File: config.mk
export PLATFORM = sky130hd
export DESIGN_NAME = uart_regif
export DESIGN_NICKNAME = d
export VERILOG_FILES = /design/src/rtl/uart_regif_pkg.sv /design/src/rtl/uart_regif_rstsync.sv /design/src/rtl/uart_regif_decode.sv /design/src/rtl/uart_regif_rxhold.sv /design/src/rtl/uart_regif_txstage.sv /design/src/rtl/uart_regif.sv
export SDC_FILE = /design/constraint.sdc
export NUM_CORES = 1
export LEC_CHECK = 0
export BUFFER_PORTS_ARGS = -buffer_cell sky130_fd_sc_hd__buf_2
export CORE_MARGIN = 8
export CORE_UTILIZATION = 39
export DETAILED_ROUTE_END_ITERATION = 10
export MAX_ROUTING_LAYER = met4
export PLACE_DENSITY = 0.86
export SLEW_MARGIN = 5
export SYNTH_ARGS = -nofsm -noshare
export SYNTH_HDL_FRONTEND = slang
export SYNTH_SLANG_ARGS = --single-unit
export TNS_END_PERCENT = 100
File: constraint.sdc
create_clock -name clk -period 1.3 [get_ports clk]
set_clock_uncertainty 0.2 [all_clocks]
set_input_delay 0.13 -clock clk [delete_from_list [all_inputs] [get_ports clk]]
set_output_delay 0.13 -clock clk [all_outputs]
set_load 0.005 [all_outputs]
File: src/rtl/uart_regif_pkg.sv
package uart_regif_pkg;

  localparam int unsigned BUS_W     = 32;
  localparam int unsigned BYTE_W    = 8;
  localparam int unsigned WIN_BYTES = 24;

  localparam int unsigned TX_WORD = 0;
  localparam int unsigned RX_WORD = 1;
  localparam int unsigned ST_WORD = 5;

  localparam int unsigned ST_RX_BIT = 0;
  localparam int unsigned ST_TX_BIT = 1;

  typedef enum logic [1:0] {
    SEL_NONE = 2'd0,
    SEL_TX   = 2'd1,
    SEL_RX   = 2'd2,
    SEL_ST   = 2'd3
  } reg_sel_e;

endpackage

File: src/rtl/uart_regif_rstsync.sv
module uart_regif_rstsync #(
  parameter int unsigned STAGES = 2
) (
  input  logic clk,
  input  logic rst_n,
  output logic rst_sync_n
);

  logic [STAGES-1:0] sync_q;
  logic [STAGES-1:0] sync_d;

  always_comb begin
    sync_d = (sync_q << 1) | STAGES'(1);
  end

  always_ff @(posedge clk or negedge rst_n) begin
    if (!rst_n) begin
      sync_q <= '0;
    end else begin
      sync_q <= sync_d;
    end
  end

  assign rst_sync_n = sync_q[STAGES-1];

endmodule

File: src/rtl/uart_regif_decode.sv
module uart_regif_decode
  import uart_regif_pkg::*;
#(
  parameter int unsigned ADDR_W = 5,
  parameter int unsigned BE_W   = 4
) (
  input  logic              sel,
  input  logic              we,
  input  logic [ADDR_W-1:0] addr,
  input  logic [BE_W-1:0]   be,
  output reg_sel_e          hit,
  output logic              acc_rd,
  output logic              acc_wr
);

  localparam int unsigned WORD_W = ADDR_W - 2;

  logic              full_acc;
  logic              in_win;
  logic [WORD_W-1:0] word;

  assign full_acc = (&be) && (addr[1:0] == 2'b00);
  assign in_win   = ({1'b0, addr} < (ADDR_W+1)'(WIN_BYTES));
  assign word     = addr[ADDR_W-1:2];

  always_comb begin
    hit = SEL_NONE;
    if (sel && full_acc && in_win) begin
      if (word == WORD_W'(TX_WORD)) begin
        hit = SEL_TX;
      end else if (word == WORD_W'(RX_WORD)) begin
        hit = SEL_RX;
      end else if (word == WORD_W'(ST_WORD)) begin
        hit = SEL_ST;
      end
    end
  end

  assign acc_rd = sel && !we;
  assign acc_wr = sel && we;

endmodule

File: src/rtl/uart_regif_rxhold.sv
module uart_regif_rxhold #(
  parameter int unsigned BYTE_W = 8
) (
  input  logic              clk,
  input  logic              rst_n,
  input  logic              in_valid,
  input  logic [BYTE_W-1:0] in_data,
  output logic              in_ready,
  input  logic              clear,
  output logic              full,
  output logic [BYTE_W-1:0] hold
);

  logic              full_q, full_d, full_en;
  logic [BYTE_W-1:0] hold_q, hold_d, hold_en;
  logic              accept;

  assign in_ready = !full_q;
  assign accept   = in_valid && !full_q;

  always_comb begin
    full_d  = full_q;
    hold_d  = hold_q;
    full_en = 1'b0;
    hold_en = '0;
    if (accept) begin
      full_d  = 1'b1;
      hold_d  = in_data;
      full_en = 1'b1;
      hold_en = '1;
    end else if (clear) begin
      full_d  = 1'b0;
      full_en = 1'b1;
    end
  end

  always_ff @(posedge clk or negedge rst_n) begin
    if (!rst_n) begin
      full_q <= 1'b0;
    end else if (full_en) begin
      full_q <= full_d;
    end
  end

  always_ff @(posedge clk or negedge rst_n) begin
    if (!rst_n) begin
      hold_q <= '0;
    end else if (&hold_en) begin
      hold_q <= hold_d;
    end
  end

  assign full = full_q;
  assign hold = hold_q;

  // a handshake always leaves the holder occupied
  p_accept_sets_full_r3: assert property (@(posedge clk) disable iff (!rst_n)
    (in_valid && in_ready) |=> full);

  // an occupied holder keeps its byte until cleared
  p_hold_stable_r3: assert property (@(posedge clk) disable iff (!rst_n)
    (full && !clear) |=> (full && $stable(hold)));

  // a data read frees an occupied holder
  p_clear_frees_r4: assert property (@(posedge clk) disable iff (!rst_n)
    (full && clear) |=> !full);

endmodule

File: src/rtl/uart_regif_txstage.sv
module uart_regif_txstage #(
  parameter int unsigned BYTE_W = 8
) (
  input  logic              clk,
  input  logic              rst_n,
  input  logic              wr,
  input  logic [BYTE_W-1:0] wdata,
  output logic              out_valid,
  output logic [BYTE_W-1:0] out_data,
  input  logic              out_ready,
  output logic              empty
);

  logic              valid_q, valid_d, valid_en;
  logic [BYTE_W-1:0] data_q;
  logic              load;

  assign load = wr && !valid_q;

  always_comb begin
    valid_d  = valid_q;
    valid_en = 1'b0;
    if (load) begin
      valid_d  = 1'b1;
      valid_en = 1'b1;
    end else if (valid_q && out_ready) begin
      valid_d  = 1'b0;
      valid_en = 1'b1;
    end
  end

  always_ff @(posedge clk or negedge rst_n) begin
    if (!rst_n) begin
      valid_q <= 1'b0;
    end else if (valid_en) begin
      valid_q <= valid_d;
    end
  end

  always_ff @(posedge clk or negedge rst_n) begin
    if (!rst_n) begin
      data_q <= '0;
    end else if (load) begin
      data_q <= wdata;
    end
  end

  assign out_valid = valid_q;
  assign out_data  = data_q;
  assign empty     = !valid_q;

  // a write into an empty stage is presented next cycle
  p_load_r7: assert property (@(posedge clk) disable iff (!rst_n)
    (wr && empty) |=> (out_valid && out_data == $past(wdata)));

  // a pending byte holds until taken
  p_out_stable_r7: assert property (@(posedge clk) disable iff (!rst_n)
    (out_valid && !out_ready) |=> (out_valid && $stable(out_data)));

  // a write against a full stage does not disturb the byte
  p_drop_full_r8: assert property (@(posedge clk) disable iff (!rst_n)
    (wr && out_valid) |=> $stable(out_data));

endmodule

File: src/rtl/uart_regif.sv
module uart_regif
  import uart_regif_pkg::*;
#(
  parameter int unsigned ADDR_W      = 5,
  parameter int unsigned SYNC_STAGES = 2
) (
  input  logic              clk,
  input  logic              rst_n,
  input  logic              bus_sel,
  input  logic              bus_we,
  input  logic [ADDR_W-1:0] bus_addr,
  input  logic [3:0]        bus_be,
  input  logic [BUS_W-1:0]  bus_wdata,
  output logic [BUS_W-1:0]  bus_rdata,
  input  logic              rx_valid,
  input  logic [BYTE_W-1:0] rx_data,
  output logic              rx_ready,
  output logic              tx_valid,
  output logic [BYTE_W-1:0] tx_data,
  input  logic              tx_ready
);

  localparam int unsigned BE_W = BUS_W / 8;

  logic             rst_sync_n;
  reg_sel_e         hit;
  logic             acc_rd;
  logic             acc_wr;
  logic             rx_clear;
  logic             rx_full;
  logic [BYTE_W-1:0] rx_hold;
  logic             tx_wr;
  logic             tx_empty;
  logic [BUS_W-1:0] status_w;
  logic [BUS_W-1:0] rdata_q, rdata_d;
  logic             rdata_en;
  logic             unused_wdata_hi;

  uart_regif_rstsync #(
    .STAGES (SYNC_STAGES)
  ) i_rstsync (
    .clk        (clk),
    .rst_n      (rst_n),
    .rst_sync_n (rst_sync_n)
  );

  uart_regif_decode #(
    .ADDR_W (ADDR_W),
    .BE_W   (BE_W)
  ) i_decode (
    .sel    (bus_sel),
    .we     (bus_we),
    .addr   (bus_addr),
    .be     (bus_be),
    .hit    (hit),
    .acc_rd (acc_rd),
    .acc_wr (acc_wr)
  );

  assign rx_clear = acc_rd && (hit == SEL_RX);
  assign tx_wr    = acc_wr && (hit == SEL_TX);

  uart_regif_rxhold #(
    .BYTE_W (BYTE_W)
  ) i_rxhold (
    .clk      (clk),
    .rst_n    (rst_sync_n),
    .in_valid (rx_valid),
    .in_data  (rx_data),
    .in_ready (rx_ready),
    .clear    (rx_clear),
    .full     (rx_full),
    .hold     (rx_hold)
  );

  uart_regif_txstage #(
    .BYTE_W (BYTE_W)
  ) i_txstage (
    .clk       (clk),
    .rst_n     (rst_sync_n),
    .wr        (tx_wr),
    .wdata     (bus_wdata[BYTE_W-1:0]),
    .out_valid (tx_valid),
    .out_data  (tx_data),
    .out_ready (tx_ready),
    .empty     (tx_empty)
  );

  assign unused_wdata_hi = ^bus_wdata[BUS_W-1:BYTE_W];

  always_comb begin
    status_w            = '0;
    status_w[ST_RX_BIT] = rx_full;
    status_w[ST_TX_BIT] = tx_empty;
  end

  always_comb begin
    rdata_d = '0;
    if (acc_rd) begin
      case (hit)
        SEL_RX:  rdata_d = BUS_W'(rx_hold);
        SEL_ST:  rdata_d = status_w;
        default: rdata_d = '0;
      endcase
    end
  end

  assign rdata_en = acc_rd || (|rdata_q);

  always_ff @(posedge clk or negedge rst_sync_n) begin
    if (!rst_sync_n) begin
      rdata_q <= '0;
    end else if (rdata_en) begin
      rdata_q <= rdata_d;
    end
  end

  assign bus_rdata = rdata_q;

  // a status write with no stream activity leaves the flags alone
  p_status_write_r6: assert property (@(posedge clk) disable iff (!rst_sync_n)
    (acc_wr && hit == SEL_ST && !(rx_valid && rx_ready) && !(tx_valid && tx_ready))
    |=> $stable(status_w));

  // unmapped or partial reads return zero
  p_unmapped_read_r9: assert property (@(posedge clk) disable iff (!rst_sync_n)
    (acc_rd && hit == SEL_NONE) |=> (bus_rdata == '0));

  // an unmapped read never frees the holder
  p_bad_read_keeps_r10: assert property (@(posedge clk) disable iff (!rst_sync_n)
    (acc_rd && hit == SEL_NONE && rx_full) |=> rx_full);

endmodule

==> results.toml, run 1 <==
[run_status]
status = "finished, violations left"
violations = "setup timing"

[synthesis]
yosys_warnings = 0
ys_top_cells_by_area = "dfrtp_1, buf_4, mux2_2, and2_1, nor4b_4"
ys_ff_latch = 28
synth.avg_cell_area_um2 = 13.35
synth_top_family_by_area = "multiplexers"
netlist.area_leader.share_pct = 55.83
synth_top_cell_by_area = "dfrtp_1"
synth_compound_area_share_pct = 0.9970
muxShareOfSynthArea_pct = 15.95
synthCells = 94
synth.distinct_cells = 20
synth-xor-area-share_pct = 0
synth_fa_ha_area_share_pct = 0
syn-cell-area_um2 = 1255
synth-simple-area-share_pct = 11.27
ys_seq_area_share_pct = 55.83

[sta]
fin_crit_ns = 1.511
max_freq_mhz = 662.0
whs_ns = 0.02640
rsz0062_at_grt = "yes"
finalMaxSlewViolations = 0
setup_viol = 19
hold_viol = 0
fin_crit_sh_pct = 116.2
fin_ws_ns = -0.2106

[cells_and_area]
layout_commonest_cell = "buf_2"
final_cell_mix = "buf_2, dfrtp_1, conb_1"
utilization_pct = 59.63
fin_nets = 229
areaGrowthSynthToFinish_pct = 45.07
drive_gt1_share_pct = 46.82
postLayoutCellArea_um2 = 1821
antenna_cells = 0

[detailed_routing]
vias_per_cell = 4.051
drtAntennaViolNets = 0
dr.pass1.iters = 4
postRouteWirelength_mm = 2.910
drtIter0Drc = 19
vias = 879
wl_per_cell_um = 13.41
drcViolationCount = 0

[worst_setup_path]
worstSetupEndpointType = "flip-flop"
critPathBufInv = 0
cpLargestDelayFamily = "simple AND/OR/NAND/NOR gates"
critPathKind = "reg2reg"
path_cells = "nor4b_4 > nand3_4 > mux2_2"
critPathMaxFanout = 9
critPathMaxStageDelay_ns = 0.43
cp.required_ns = 1.31
crit_slowest_cell = "dfrtp_1"
cp-start-kind = "flip-flop"
worstPathArrival_ns = 1.52

[floorplanning]
ios = 97
core_um2 = 3053
die_w_um = 72.73
start_util_pct = 41.11
dieArea_um2 = 5289
row_count = 20
die_y_um = 72.73

[clocking]
insertion_delay_ns = 0.32
htree_num_levels = 1
clockBufferDepth = 2
numCtsBuffers = 3
cts-root-buf = "clkbuf_4"
cts_tree = "done"
path_clk_slew_ns = 0.15
clock-sinks = 28

[global_routing]
first_global_vias = 964
grt_max_degree = 27
antenna_found_initial = 0
met1_usage_pct = 12.06
grt.overflow.total = 0
track_usage_pct = 11.25
global_route.peak_usage_layer = "met2"
grt_util_met3_pct = 2.885
grt_first_pass_wirelength_mm = 4.595
met2_usage_pct = 19.28

[power]
leakagePower_nw = 0.9976
pwr_density_cell_nw_per_um2 = 827.8
total_power_mw = 1.507
vdd_drop_max_mv = 0.3575

[place]
port_buffers = 48
dp_slack_ns = -0.2150
hpwl_mm = 2.212
dpl-instance-area_um2 = 1496
place.gp.congestion = 0.7607

[hold_path]
hp-class = "reg2async"

[run]
cap_violations = 0
-- layer usage --
layer  vias up  part of all wire, %
met5         -                    0
met4         0                 0.93
met3         2                  9.2
met2        43                   53
met1       414                   36
li1        420                    -
-- report_power, final --
group	leakage (nW)	internal [mW]	switching [mW]	total [mW]
Combinational	0.604	0.117	0.0789	0.196
Clock	0.0210	0.171	0.238	0.409
Sequential	0.373	0.891	0.0105	0.902
Total	0.998	1.18	0.327	1.51
-- cell families after synthesis --
| family | count (synthesis) |
|---|---|
| DFF | 28 |
| buffers and inverters | 27 |
| muxes | 18 |
| and+or+nand+nor | 17 |
| AOI/OAI and AO/OA | 2 |
| other | 2 |
-- worst reg2reg max path: cells and delay by family, from the launching register on --
family	cells	cell delay, ns
flip-flops	1	0.43
AND/OR/NAND/NOR	2	0.48
multiplexers	1	0.30
-- state kept, by name (all words and copies together) (netlist names) --
register	flops
bus_rdata	8
i_rstsync.sync_q	2
i_rxhold.full	1
i_rxhold.hold	8
i_txstage.out_data	8
i_txstage.out_valid	1
-- final cells by class --
cell class / instances / area, µm²
Clock buffer: 4 / 36.28
Timing Repair Buffer: 77 / 538.0
Multi-Input combinational cell: 62 / 480.5
Sequential cell: 28 / 700.7
Fill cell: 254 / 1232
Tap cell: 44 / 55.05
Inverter: 2 / 10.01
-- cell usage after synthesis --
master / count
dfrtp_1: 28
buf_4: 24
mux2_2: 16
and2_1: 6
conb_1: 2
inv_1: 2
mux2i_1: 2
nor3_1: 2
and3_1: 1
and4b_1: 1
and4bb_2: 1
buf_2: 1
nand2_1: 1
nand2b_1: 1
nand3_4: 1
nor2b_1: 1
nor3b_1: 1
nor4b_4: 1
o21ai_0: 1
o21bai_1: 1
-- path summary, 6_finish.rpt --
path	start	endpoint	slack, ns	depth (start not counted)
setup / recovery	i_txstage.out_valid	i_txstage.out_data[2]	-0.21	3
max in group asynchronous	rst_n	i_rstsync.sync_q[0]	0.33	3
setup reg to reg	i_txstage.out_valid	i_txstage.out_data[2]	-0.21	3
min in group clk	bus_addr[4]	bus_rdata[1]	0.08	4
hold / removal	i_rstsync.sync_q[1]	i_rxhold.hold[6]	0.03	1
hold reg to reg	i_rstsync.sync_q[1]	i_rxhold.hold[6]	0.03	1
-- per-stage QoR --
step	instances	setup TNS (ns)
after global placement	190	-1.775
after global routing	217	-3.359
after CTS	217	-2.671
final	217	-2.569
after detailed placement	190	-2.019
after floorplan	117	-1.299
-- what timing repair did --
item                                    CTS  global route
pin swaps                                 1             1
setup buffers                             2             1
endpoints found under the hold margin    21             0
endpoints found under the setup margin   19            19
hold buffers                             21             0
resized for setup                        13             5
No activity file was read; power rests on OpenSTA's default activity.
==> inputs of run 2 (changes only) <==
--- a/config.mk
+++ b/config.mk
@@ -7,12 +7,13 @@
 export LEC_CHECK = 0
 export BUFFER_PORTS_ARGS = -buffer_cell sky130_fd_sc_hd__buf_2
 export CORE_MARGIN = 8
-export CORE_UTILIZATION = 39
+export CORE_UTILIZATION = 40
 export DETAILED_ROUTE_END_ITERATION = 10
 export MAX_ROUTING_LAYER = met4
 export PLACE_DENSITY = 0.86
 export SLEW_MARGIN = 5
 export SYNTH_ARGS = -nofsm -noshare
 export SYNTH_HDL_FRONTEND = slang
+export SYNTH_HIERARCHICAL = 1
 export SYNTH_SLANG_ARGS = --single-unit
 export TNS_END_PERCENT = 100
==> run 2 against run 1 <==
Net effect: the run still ends with setup timing left; synthesized cell count is 6.4% higher; total power decreased by 3.7%; flip-flop and latch count is the same; cell count increased by 1.8%; first-iteration DRC count up 32%; critical path depth up 4; routed wire length rose by 26%; cell area rose by 4.9%; non-clock buffer count down 2; sequential share of layout area down 1.7 points.
==> results.toml, run 2 <==
[run_status]
status = "finished, violations left"
violations = "setup timing"

[worst_setup_path]
cp.required_ns = 1.31
critPathMaxFanout = 5
critPathMaxStageDelay_ns = 0.30
crit_slowest_cell = "mux2_4"
worstSetupEndpointType = "flip-flop"
critPathKind = "in2reg"
path_cells = "buf_6 > nand4b_1 > buf_4 > nor3_4 > and3b_2 > nor2b_4 > mux2_4"
worstPathArrival_ns = 1.64
cp-start-kind = "input pin"

[place]
hpwl_mm = 2.120
dpl-instance-area_um2 = 1575
port_buffers = 48
place.gp.congestion = 0.6858
dp_slack_ns = -0.5180
place_inst = 195

[clocking]
htree_num_levels = 1
clock-sinks = 28
cts_tree = "done"
numCtsBuffers = 3
path_clk_slew_ns = 0.13
cts-root-buf = "clkbuf_4"
insertion_delay_ns = 0.31
clockBufferDepth = 2

[sta]
fin_crit_sh_pct = 125.7
fin_crit_ns = 1.634
hold_viol = 0
rsz0062_at_grt = "yes"
finalMaxSlewViolations = 0
fin_ws_ns = -0.3338
max_freq_mhz = 612.1
whs_ns = 0.03081
fin_tns_setup_ns = -3.388
setup_viol = 26

[synthesis]
synth.avg_cell_area_um2 = 13.55
synth-xor-area-share_pct = 0.6464
synth-edff-count = 0
synthArstFlopShare_pct = 100.0
netlist.area_leader.share_pct = 51.71
synth_compound_area_share_pct = 1.108
muxShareOfSynthArea_pct = 19.21
synth.distinct_cells = 19
yosys_warnings = 6
ys_seq_area_share_pct = 51.71
synth_fa_ha_area_share_pct = 0
synth_ff_type = "dfrtp_1"
synth_top_family_by_area = "multiplexers"
yosysMostFrequentCell = "dfrtp_1"
synthTopCellsByCount = "dfrtp_1, buf_4, mux2_4"
syn-cell-area_um2 = 1355
synthCells = 100
ys_ff_latch = 28
synth-simple-area-share_pct = 10.16
synth_top_cell_by_area = "dfrtp_1"
ys_top_cells_by_area = "dfrtp_1, mux2_4, buf_4, and2_4, buf_6"

[detailed_routing]
drcViolationCount = 0
wl_per_cell_um = 16.62
dr.pass1.iters = 4
drtIter0Drc = 25
vias = 900
met3_wirelength_um = 308
met2_length_mm = 2.060
wl_met1_mm = 1.295
top_layer = "met4"
postRouteWirelength_mm = 3.672
drtAntennaViolNets = 0
vias_per_cell = 4.072

[cells_and_area]
stdcell_count = 221
utilization_pct = 58.17
seq_area_um2 = 701.9
drive_gt1_share_pct = 52.00
areaGrowthSynthToFinish_pct = 41.00
final_cell_mix = "buf_2, dfrtp_1, conb_1"
multi_input_area_um2 = 591.8
fillCellCount = 248
fin_nets = 232
layout_commonest_cell = "buf_2"
antenna_cells = 0
postLayoutCellArea_um2 = 1911

[global_routing]
antenna_found_initial = 0
track_usage_pct = 11.77
grt.overflow.total = 0
grt_first_pass_wirelength_mm = 4.802
first_global_vias = 936
grt_max_degree = 27

[run]
cap_violations = 0

[floorplanning]
die_y_um = 74.21
dieArea_um2 = 5506
core_um2 = 3284
start_util_pct = 41.26
row_count = 21
ios = 97
die_w_um = 74.21

[power]
leakagePower_nw = 1.020
pwr_density_cell_nw_per_um2 = 759.5
vdd_drop_max_mv = 0.3985
total_power_mw = 1.451

[hold_path]
hp-class = "reg2async"
[run 2: cell types whose count changed after synthesis, sizes merged, moves of 2 or more]
cell	previous run	this run
nor2b	1	3
buf	25	27
and3b	0	2
nor2	0	2
[run 2: where the power goes]
| part | internal [mW] | switching [mW] |
|---|---|---|
| clock network | 0.108 | 0.225 |
| logic | 0.123 | 0.0908 |
| registers | 0.891 | 0.0126 |
[run 2: worst max-delay path, delay by kind of cell]
family	cells	cell delay, ns
buffers and inverters	2	0.33
multiplexers	1	0.30
AND/OR/NAND/NOR	4	0.87
[run 2: cell families after synthesis]
kind of cell	after synthesis
AOI/OAI and AO/OA	2
xor gates and xnor gates	1
buffers and inverters	30
DFF	28
muxes	18
other	2
and+or+nand+nor	19
[run 2: final cells by class]
| class | count | area share (%) |
|---|---|---|
| sequential | 28 | 36.74 |
| inverter | 3 | 0.7204 |
| clock buffer | 3 | 1.179 |
| timing repair buffer | 75 | 27.37 |
| multi-input combinational | 66 | 30.98 |
| tap | 46 | 3.012 |
[run 2: metal layers]
metal | vias up | global-route usage [%]
met5 | - | -
met4 | 0 | 3.326
met3 | 2 | 2.426
met2 | 44 | 21.78
met1 | 432 | 12.18
li1 | 422 | -
[run 2: worst paths after layout]
check	startpoint	endpoint	slack, ns	cells past startpoint
max in group asynchronous	rst_n	i_rstsync/sync_q[1]	0.28	3
min	i_rstsync/sync_q[1]	i_txstage/out_data[0]	0.03	1
max reg2reg	i_rxhold/full	i_rxhold/hold[3]	-0.04	3
min in group clk	bus_be[2]	bus_rdata[0]	0.07	5
min reg2reg	i_rstsync/sync_q[1]	i_txstage/out_data[0]	0.03	1
max	bus_addr[3]	i_txstage/out_data[3]	-0.33	7
[run 2: timing repair]
| item | in CTS | in global routing |
|---|---|---|
| hold buffers | 20 | 0 |
| setup endpoints to repair | 18 | 24 |
| gates cloned | 2 | 0 |
| setup buffers | 1 | 3 |
| pin swaps | 3 | 3 |
| endpoints found under the hold margin | 21 | 0 |
| gates resized for setup | 10 | 9 |
==> inputs of run 3 (changes only) <==
--- a/config.mk
+++ b/config.mk
@@ -5,12 +5,12 @@
 export SDC_FILE = /design/constraint.sdc
 export NUM_CORES = 1
 export LEC_CHECK = 0
-export BUFFER_PORTS_ARGS = -buffer_cell sky130_fd_sc_hd__buf_2
 export CORE_MARGIN = 8
 export CORE_UTILIZATION = 40
 export DETAILED_ROUTE_END_ITERATION = 10
+export DONT_BUFFER_PORTS = 1
 export MAX_ROUTING_LAYER = met4
-export PLACE_DENSITY = 0.86
+export PLACE_DENSITY = 0.61
 export SLEW_MARGIN = 5
 export SYNTH_ARGS = -nofsm -noshare
 export SYNTH_HDL_FRONTEND = slang
==> run 3 against run 2 <==
Net effect: total power rose by 10%; cell count shrank 21%; routed wire length shrank 26%; the flow finishes with violations (hold timing, setup timing); largest cell class unchanged.
==> results.toml, run 3 (synthesized netlist as in run 2, its figures left out) <==
[run_status]
status = "finished, violations left"
violations = "hold timing, setup timing"

[clocking]
cts_tree = "done"
cts-root-buf = "clkbuf_4"
path_clk_slew_ns = 0.15
htree_num_levels = 1
cts_hold_buf = 20
clockBufferDepth = 2
clock-sinks = 28
numCtsBuffers = 3
insertion_delay_ns = 0.32

[cells_and_area]
final_cell_mix = "dfrtp_1, conb_1, dlygate4sd3_1"
seq_area_um2 = 700.7
multi_input_area_um2 = 551.8
fin_nets = 185
drive_gt1_share_pct = 32.56
layout_commonest_cell = "dfrtp_1"
fillCellCount = 288
areaGrowthSynthToFinish_pct = 22.53
antenna_cells = 0

[power]
total_power_mw = 1.599
leakagePower_nw = 0.8021
vdd_drop_max_mv = 0.9476
pwr_density_cell_nw_per_um2 = 962.9

[floorplanning]
die_w_um = 74.21
ios = 97
core_um2 = 3284
row_count = 21
start_util_pct = 41.26
dieArea_um2 = 5506
die_y_um = 74.21

[global_routing]
grt.overflow.total = 0
antenna_found_initial = 0
track_usage_pct = 10.54
global_route.peak_usage_layer = "met2"
met2_usage_pct = 17.09
met1_usage_pct = 12.13
first_global_vias = 817
grt_max_degree = 27
grt_util_met3_pct = 4.043
grt_first_pass_wirelength_mm = 4.298

[sta]
hold_viol = 2
fin_crit_sh_pct = 103.8
setup_viol = 13
max_freq_mhz = 740.8
fin_ws_ns = -0.04992
fin_crit_ns = 1.350
finalMaxSlewViolations = 0
whs_ns = -0.02595
rsz0062_at_grt = "yes"

[detailed_routing]
drcViolationCount = 0
postRouteWirelength_mm = 2.711
dr.pass1.iters = 4
vias_per_cell = 4.126
wl_per_cell_um = 15.49
vias = 722
drtIter0Drc = 14
drtAntennaViolNets = 0

[worst_setup_path]
cpLargestDelayFamily = "simple AND/OR/NAND/NOR gates"
critPathKind = "in2reg"
critPathMaxFanout = 7
startpoint = "bus_addr[0]"
worstPathArrival_ns = 1.38
r2r-start = "i_txstage/out_valid"
critPathBufInv = 1
worstSetupEndpointType = "flip-flop"
critPathMaxStageDelay_ns = 0.29
cp-start-kind = "input pin"
path_cells = "nand4bb_4 > nor3_2 > and3b_2 > nor2b_4 > buf_12 > mux2_4"
crit_slowest_cell = "mux2_4"
cp.required_ns = 1.33

[run]
cap_violations = 0

[hold_path]
min-delay-start = "bus_addr[2]"
hp-class = "in2reg"

[place]
hpwl_mm = 1.940
port_buffers = 0
place.gp.congestion = 0.7553
dp_slack_ns = -0.4034
## run 3: worst min-delay path, stage by stage
cell,delay [ns]
inv_1,0.05
nor3_2,0.05
buf_4,0.13
nand2_1,0.08
nor2_1,0.05
## run 3: power breakdown
part / internal (mW) / switching (mW) / total, mW
Sequential: 0.892 / 0.0120 / 0.904
Combinational: 0.0806 / 0.0584 / 0.139
Clock: 0.312 / 0.244 / 0.556
Total: 1.28 / 0.315 / 1.60
## run 3: repair_timing
| item | CTS | global route |
|---|---|---|
| setup endpoints to repair | 17 | 18 |
| hold endpoints to repair | 21 | 2 |
| pin swaps | 1 | 0 |
| setup buffers | 3 | 0 |
| gates resized for setup | 4 | 2 |
## run 3: final cells by class
class	instances	share of cell area [%]
clock buffer	3	1.356
clock inverter	1	1.809
inverter	3	0.8289
multi-input combinational	65	33.23
sequential	28	42.20
tap	46	3.466
timing repair buffer	29	17.11
## run 3: stage by stage
| stage | cell area [µm²] | hold slack [ns] | setup TNS [ns] | util, % | std cells |
|---|---|---|---|---|---|
| 3_5_place_dp | 1343 | -0.3655 | -5.019 | 40.88 | 148 |
| 4_1_cts | 1655 | -0.05865 | -0.4288 | 50.40 | 175 |
| 3_3_place_gp | 1343 | -0.3655 | -4.481 | 40.88 | 148 |
| 5_1_grt | 1660 | -0.04057 | -1.090 | 50.55 | 175 |
| 6_report | 1660 | -0.02595 | -0.3855 | 50.55 | 175 |
| 2_1_floorplan | 1454 | -0.3656 | -3.664 | - | 123 |
## run 3: layer usage
| metal | vias to the layer above | part of all wire [%] |
|---|---|---|
| met4 | 0 | 0.41 |
| met1 | 355 | 37 |
| met3 | 2 | 9.1 |
| met5 | - | 0 |
| met2 | 32 | 54 |
| li1 | 333 | - |
## run 3: path summary, 6_finish.rpt
check	to	slack [ns]	cells after the start
min in group asynchronous	i_txstage/out_data[6]	0.04	1
max in group asynchronous	i_rstsync/sync_q[1]	0.44	2
setup / recovery	i_txstage/out_data[7]	-0.05	6
hold reg to reg	i_txstage/out_data[6]	0.04	1
setup reg to reg	i_txstage/out_data[7]	-0.04	3
hold / removal	bus_rdata[0]	-0.03	5
